## src/rtl/cpx_pkg.sv

```systemverilog
package cpx_pkg;

   typedef enum logic [1:0] {
      RSP_WAIT   = 2'b00,
      RSP_GO     = 2'b01,
      RSP_ABSENT = 2'b10,
      RSP_LAST   = 2'b11
   } rsp_e;

   typedef enum logic [1:0] {
      ST_IDLE = 2'd0,
      ST_WAIT = 2'd1,
      ST_EXEC = 2'd2,
      ST_LAST = 2'd3
   } st_e;

   localparam int FLG_N = 3;
   localparam int FLG_Z = 2;
   localparam int FLG_C = 1;
   localparam int FLG_V = 0;

endpackage

```

## src/rtl/cpx_cond_eval.sv

```systemverilog
module cpx_cond_eval #(
   parameter int COND_W    = 4,
   parameter int FLAG_W    = 4,
   parameter bit NV_PASSES = 1'b0
) (
   input  logic [COND_W-1:0] cond,
   input  logic [FLAG_W-1:0] flags,
   output logic              ok
);
   import cpx_pkg::*;

   localparam int NUM_CODES = 1 << COND_W;

   if (COND_W != 4) begin : g_bad_cond
      $error("cpx_cond_eval: COND_W must be 4");
   end
   if (FLAG_W != 4) begin : g_bad_flag
      $error("cpx_cond_eval: FLAG_W must be 4");
   end

   logic f_n, f_z, f_c, f_v;
   logic nv_result;
   logic [NUM_CODES-1:0] code_ok;

   assign f_n = flags[FLG_N];
   assign f_z = flags[FLG_Z];
   assign f_c = flags[FLG_C];
   assign f_v = flags[FLG_V];

   generate
      if (NV_PASSES) begin : g_nv_always
         assign nv_result = 1'b1;
      end else begin : g_nv_never
         assign nv_result = 1'b0;
      end
   endgenerate

   always_comb begin
      code_ok[0]  = f_z;
      code_ok[1]  = !f_z;
      code_ok[2]  = f_c;
      code_ok[3]  = !f_c;
      code_ok[4]  = f_n;
      code_ok[5]  = !f_n;
      code_ok[6]  = f_v;
      code_ok[7]  = !f_v;
      code_ok[8]  = f_c && !f_z;
      code_ok[9]  = !f_c || f_z;
      code_ok[10] = (f_n == f_v);
      code_ok[11] = (f_n != f_v);
      code_ok[12] = !f_z && (f_n == f_v);
      code_ok[13] = f_z || (f_n != f_v);
      code_ok[14] = 1'b1;
      code_ok[15] = nv_result;
   end

   assign ok = code_ok[cond];

endmodule

```

## src/rtl/cpx_resp_sel.sv

```systemverilog
module cpx_resp_sel #(
   parameter int RESP_W = 2
) (
   input  logic              use_exe,
   input  logic [RESP_W-1:0] rsp_dec,
   input  logic [RESP_W-1:0] rsp_exe,
   output logic [RESP_W-1:0] rsp
);
   if (RESP_W != 2) begin : g_bad_resp
      $error("cpx_resp_sel: RESP_W must be 2");
   end

   assign rsp = use_exe ? rsp_exe : rsp_dec;

endmodule

```

## src/rtl/cpx_hs_fsm.sv

```systemverilog
module cpx_hs_fsm #(
   parameter int RESP_W = 2
) (
   input  logic              clk,
   input  logic              rst_n,
   input  logic              offer_cp,
   input  logic              cond_ok,
   input  logic              prev_dabort,
   input  logic              irq,
   input  logic [RESP_W-1:0] rsp_in,
   output logic              use_exe,
   output logic              stall,
   output logic              undef_trap,
   output logic              cp_pass,
   output logic              late_cancel
);
   import cpx_pkg::*;

   st_e  st_q, st_d;
   rsp_e rsp;
   logic abandon, busy, accept, sample, trap_d, trap_q, first_d, first_q, lc_q;

   assign rsp     = rsp_e'(rsp_in);
   assign busy    = (st_q == ST_WAIT) || (st_q == ST_EXEC);
   assign abandon = (st_q == ST_WAIT) && irq;
   assign stall   = busy && !abandon;
   assign use_exe = stall;
   assign cp_pass = (st_q != ST_IDLE) && !abandon;
   assign accept  = !stall && offer_cp;
   assign sample  = stall || (accept && cond_ok);

   always_comb begin
      st_d = ST_IDLE;
      if (sample) begin
         unique case (rsp)
            RSP_WAIT:   st_d = ST_WAIT;
            RSP_GO:     st_d = ST_EXEC;
            RSP_LAST:   st_d = ST_LAST;
            RSP_ABSENT: st_d = ST_IDLE;
            default:    st_d = ST_IDLE;
         endcase
      end
   end

   assign trap_d  = sample && (rsp == RSP_ABSENT);
   assign first_d = accept && cond_ok && (rsp != RSP_ABSENT) && prev_dabort;

   always_ff @(posedge clk or negedge rst_n) begin
      if (!rst_n) begin
         st_q    <= ST_IDLE;
         trap_q  <= 1'b0;
         first_q <= 1'b0;
         lc_q    <= 1'b0;
      end else begin
         st_q    <= st_d;
         trap_q  <= trap_d;
         first_q <= first_d;
         lc_q    <= first_q;
      end
   end

   assign undef_trap  = trap_q;
   assign late_cancel = lc_q;

   assert_fail_noop_R3: assert property (@(posedge clk) disable iff (!rst_n)
      (accept && !cond_ok) |=> (!cp_pass && !undef_trap && !stall));

   assert_trap_quiet_R4: assert property (@(posedge clk) disable iff (!rst_n)
      undef_trap |-> (!stall && !cp_pass));

   assert_wait_holds_R5: assert property (@(posedge clk) disable iff (!rst_n)
      (stall && rsp == RSP_WAIT) |=> (cp_pass || irq));

   assert_irq_drop_R6: assert property (@(posedge clk) disable iff (!rst_n)
      (st_q == ST_WAIT && irq) |-> (!cp_pass && !stall));

   assert_irq_no_trap_R6: assert property (@(posedge clk) disable iff (!rst_n)
      (st_q == ST_WAIT && irq) |=> !undef_trap);

   assert_last_release_R7: assert property (@(posedge clk) disable iff (!rst_n)
      (stall && rsp == RSP_LAST) |=> (cp_pass && !stall));

   assert_lc_window_R9: assert property (@(posedge clk) disable iff (!rst_n)
      late_cancel |-> $past(st_q != ST_IDLE));

endmodule

```

## src/rtl/cpx_handshake_seq.sv

```systemverilog
module cpx_handshake_seq #(
   parameter int COND_W    = 4,
   parameter int FLAG_W    = 4,
   parameter int RESP_W    = 2,
   parameter bit NV_PASSES = 1'b0
) (
   input  logic              clk,
   input  logic              rst_n,
   input  logic              instr_valid,
   input  logic              instr_is_cp,
   input  logic [COND_W-1:0] instr_cond,
   input  logic [FLAG_W-1:0] flags_nzcv,
   input  logic              prev_dabort,
   input  logic              irq,
   input  logic [RESP_W-1:0] cp_rsp_dec,
   input  logic [RESP_W-1:0] cp_rsp_exe,
   output logic              core_stall,
   output logic              undef_trap,
   output logic              cp_pass,
   output logic              cp_late_cancel
);
   logic              cond_ok;
   logic              use_exe;
   logic [RESP_W-1:0] rsp_sel;
   logic              offer_cp;

   assign offer_cp = instr_valid && instr_is_cp;

   cpx_cond_eval #(
      .COND_W    (COND_W),
      .FLAG_W    (FLAG_W),
      .NV_PASSES (NV_PASSES)
   ) u_cond (
      .cond  (instr_cond),
      .flags (flags_nzcv),
      .ok    (cond_ok)
   );

   cpx_resp_sel #(
      .RESP_W (RESP_W)
   ) u_sel (
      .use_exe (use_exe),
      .rsp_dec (cp_rsp_dec),
      .rsp_exe (cp_rsp_exe),
      .rsp     (rsp_sel)
   );

   cpx_hs_fsm #(
      .RESP_W (RESP_W)
   ) u_fsm (
      .clk         (clk),
      .rst_n       (rst_n),
      .offer_cp    (offer_cp),
      .cond_ok     (cond_ok),
      .prev_dabort (prev_dabort),
      .irq         (irq),
      .rsp_in      (rsp_sel),
      .use_exe     (use_exe),
      .stall       (core_stall),
      .undef_trap  (undef_trap),
      .cp_pass     (cp_pass),
      .late_cancel (cp_late_cancel)
   );

   assert_pass_needs_cp_R2: assert property (@(posedge clk) disable iff (!rst_n)
      (!core_stall && cp_pass) |-> $past(offer_cp || core_stall));

endmodule

```

## config.mk

```make
export PLATFORM = sky130hd
export DESIGN_NAME = cpx_handshake_seq
export DESIGN_NICKNAME = d
export VERILOG_FILES = /design/src/rtl/cpx_pkg.sv /design/src/rtl/cpx_cond_eval.sv /design/src/rtl/cpx_resp_sel.sv /design/src/rtl/cpx_hs_fsm.sv /design/src/rtl/cpx_handshake_seq.sv
export SDC_FILE = /design/constraint.sdc
export NUM_CORES = 1
export LEC_CHECK = 0
export BUFFER_PORTS_ARGS = -buffer_cell sky130_fd_sc_hd__buf_2
export CORE_AREA = 2 2 39 41
export CTS_CLUSTER_SIZE = 40
export DETAILED_ROUTE_END_ITERATION = 16
export DIE_AREA = 0 0 41 43
export SLEW_MARGIN = 20
export SYNTH_ARGS = -nofsm -noshare
export SYNTH_HDL_FRONTEND = slang
export SYNTH_HIERARCHICAL = 1
export SYNTH_SLANG_ARGS = --single-unit
```

## constraint.sdc

```tcl
create_clock -name clk -period 2.8 [get_ports clk]
set_input_delay 0.42 -clock clk [delete_from_list [all_inputs] [get_ports clk]]
set_output_delay 0.42 -clock clk [all_outputs]
set_load 0.005 [all_outputs]
```

==> run summary <==
Outcome - finished clean
Normalized max-slew margin - 81.72%
Initial antenna violation count - 0
Syn avg cell area - 9.978 µm²
Synthesis-stage register bit count - 5
Fmax - 501.1 MHz
H-tree levels - 1
Warnings, synthesis - 6
Drt wl/cell - 8.613 µm
Critical path's slowest cell - or3b_4
Startpoint class of the critical path - flop
GPL Wtd Cong - 0.6591
Die ar. - 1763 µm²
Area leader, netlist - dfrtp_1
Crit. End Element - flop
Crit path DAT - 2.12 ns
Final Slew Violations - 0
WP buf/inv - 1
CTS max path bufs - 2
Post-synth cell types - 22
VDD IR max - 0.0001314 V
FP Rows - 14
Via count - 361
Seq/Total Area, Yosys - 32.15%
All-layer global routing usage - 9.639%
Kind of cell adding the most delay to the critical path - simple AND/OR/NAND/NOR gates
Crit-path cells - or3b_4 > nand2_1 > mux2_2 > inv_1 > ha_1 > and4b_1 > and3_1
Syn-to-layout area delta - 39.55%
Most frequent cells in the layout - 21 x buf_2, 5 x dfrtp_1, 4 x inv_1, 4 x ha_1
Post-layout net count - 87
Worst setup margin - 0.8044 ns
Synthesized net count - 61
Sink Count - 5
CP Data Required Time - 2.93 ns
CTS root buf - clkbuf_4
Clock-pin slew on the worst setup and hold paths - 0.04 ns
Pre-CTS WS - 0.6359 ns
Gates resized, CTS repair - 0
Pin count of the biggest net entering global routing - 6
Setup violators final - 0
Initial DRC count - 0
Post-route antenna net violation count - 0
Crit path time final - 1.996 ns
Yosys top cell area share - 32.15%
Worst-margin pin slew - 0.2724 ns
N_diodes - 0
Uppermost layer routed - met3
Post-CTS Setup Repair Bufs - 0
Most common cell after layout, fill and taps aside - buf_2
Mapped Area - 389.1 µm²
First-pass DRT Iterations - 1
Input/output buffers - 21
Largest cells by area after synthesis - dfrtp_1 32%, ha_1 13%, mux2_2 5.8%, mux2i_1 5.1%, xor2_1 4.5%
Die Height - 43 µm
Die width - 41 µm
Kind of critical path - reg2reg
Metal3 WL - 67 µm
Global-route wire length before repair - 1193 µm
DR DRC count - 0
Met2 WL - 371 µm
P_leak - 0.3106 nW
Worst-path maximum fanout - 5
Final Hold Vio Count - 0
WHS - 0.3448 ns
Ports - 22
Clk_lat worst skew - 0.24 ns
Initial Utilization - 28.12%
Number of global-route vias before repair - 351
RSZ-0062 raised after global routing - false
Power Density - 473.7 nW/µm²
WL met1 - 250 µm
CTS tree - done
Max-Cap Viols - 0
Total CTS buffers - 3
Largest stage delay on the critical path - 0.41 ns
Hold Crit Class - reg2reg
DR vias/cell - 4.513
Fillers - 148
Final Cycle Share - 71.27%
Layout cells sized above 1 - 43.75%
Total grt overflow - 0
Post-Syn Instances - 39
Post-DP HPWL - 623.5 µm
Area of the core - 1384 µm²
WL final - 689 µm
Worst clock skew - 0.002921 ns
Sum Neg Setup Slack - 0 ns
registers in the layout, indices dropped and copies added, names as in the netlist:
register and count:
u_fsm/st_q 2, u_fsm/late_cancel 1, u_fsm/undef_trap 1, u_fsm/first_q 1
stage by stage:
stage	util, %	std cells	area (µm²)	total power, mW
detailed placement	36.62	75	506.7	0.1777
finish	39.24	80	543.0	0.2572
global route	39.24	80	543.0	0.2784
floorplan	-	39	389.1	0.1486
global placement	36.62	75	506.7	0.1753
CTS	39.24	80	543.0	0.2643
metal layers:
layer | up-vias | track usage, %
li1 | 187 | -
met1 | 160 | 9.968
met2 | 14 | 16.56
met3 | 0 | 1.571
met4 | 0 | 6.000
met5 | - | 0
power breakdown:
part	total, mW	switching (mW)	internal, mW
sequential	0.0849	0.00394	0.0809
clock	0.0805	0.0268	0.0537
combinational	0.0919	0.0435	0.0484
total	0.257	0.0742	0.183
cells in the mapped netlist:
cell	count
inv_1	4
nor3_1	1
and2_1	1
nor3b_1	1
mux2_2	2
buf_4	1
or3b_4	1
a311oi_1	1
xor2_1	2
nand2b_1	1
a311oi_2	1
and4b_1	1
a21o_1	1
and3_1	1
a31oi_1	2
dfrtp_1	5
xnor2_1	1
nor2_1	2
o21bai_1	1
ha_1	4
mux2i_1	2
nand2_1	3
cells by family after synthesis:
group | count (synthesis) | share of synthesized area, %
AOI/OAI and AO/OA | 6 | 13.18
xor gates and xnor gates | 3 | 6.754
DFF | 5 | 32.15
adders and majority gates | 4 | 12.86
and+or+nand+nor | 12 | 18.33
buffers and inverters | 5 | 5.787
muxes | 4 | 10.93
what timing repair did:
item,CTS,global route
endpoints found under the setup margin,0,0
endpoints found under the hold margin,5,0
hold buffers,1,0
worst paths after layout:
path	from	end	slack, ns	cells past startpoint
hold / removal	u_fsm/first_q	u_fsm/late_cancel	0.34	0
max in group asynchronous	rst_n	u_fsm/st_q[0]	2.14	2
setup reg to reg	u_fsm/st_q[1]	u_fsm/first_q	0.80	7
hold reg to reg	u_fsm/first_q	u_fsm/late_cancel	0.34	0
setup / recovery	u_fsm/st_q[1]	u_fsm/first_q	0.80	7
min in group asynchronous	rst_n	u_fsm/late_cancel	0.53	2
final cells by class:
| type | instances | area (µm²) | area share (%) |
|---|---|---|---|
| Clock buffer | 4 | 26.28 | 4.839 |
| Inverter | 4 | 15.01 | 2.765 |
| Multi-Input combinational cell | 29 | 241.5 | 44.47 |
| Sequential cell | 5 | 125.1 | 23.04 |
| Tap cell | 16 | 20.02 | 3.687 |
| Timing Repair Buffer | 22 | 115.1 | 21.20 |
worst reg2reg max path, cell delays in order, from the launching register on:
cell	delay [ns]
dfrtp_1	0.38
or3b_4	0.41
nand2_1	0.13
mux2_2	0.37
inv_1	0.09
ha_1	0.16
and4b_1	0.18
and3_1	0.17
(Power assumes the default switching activity.)
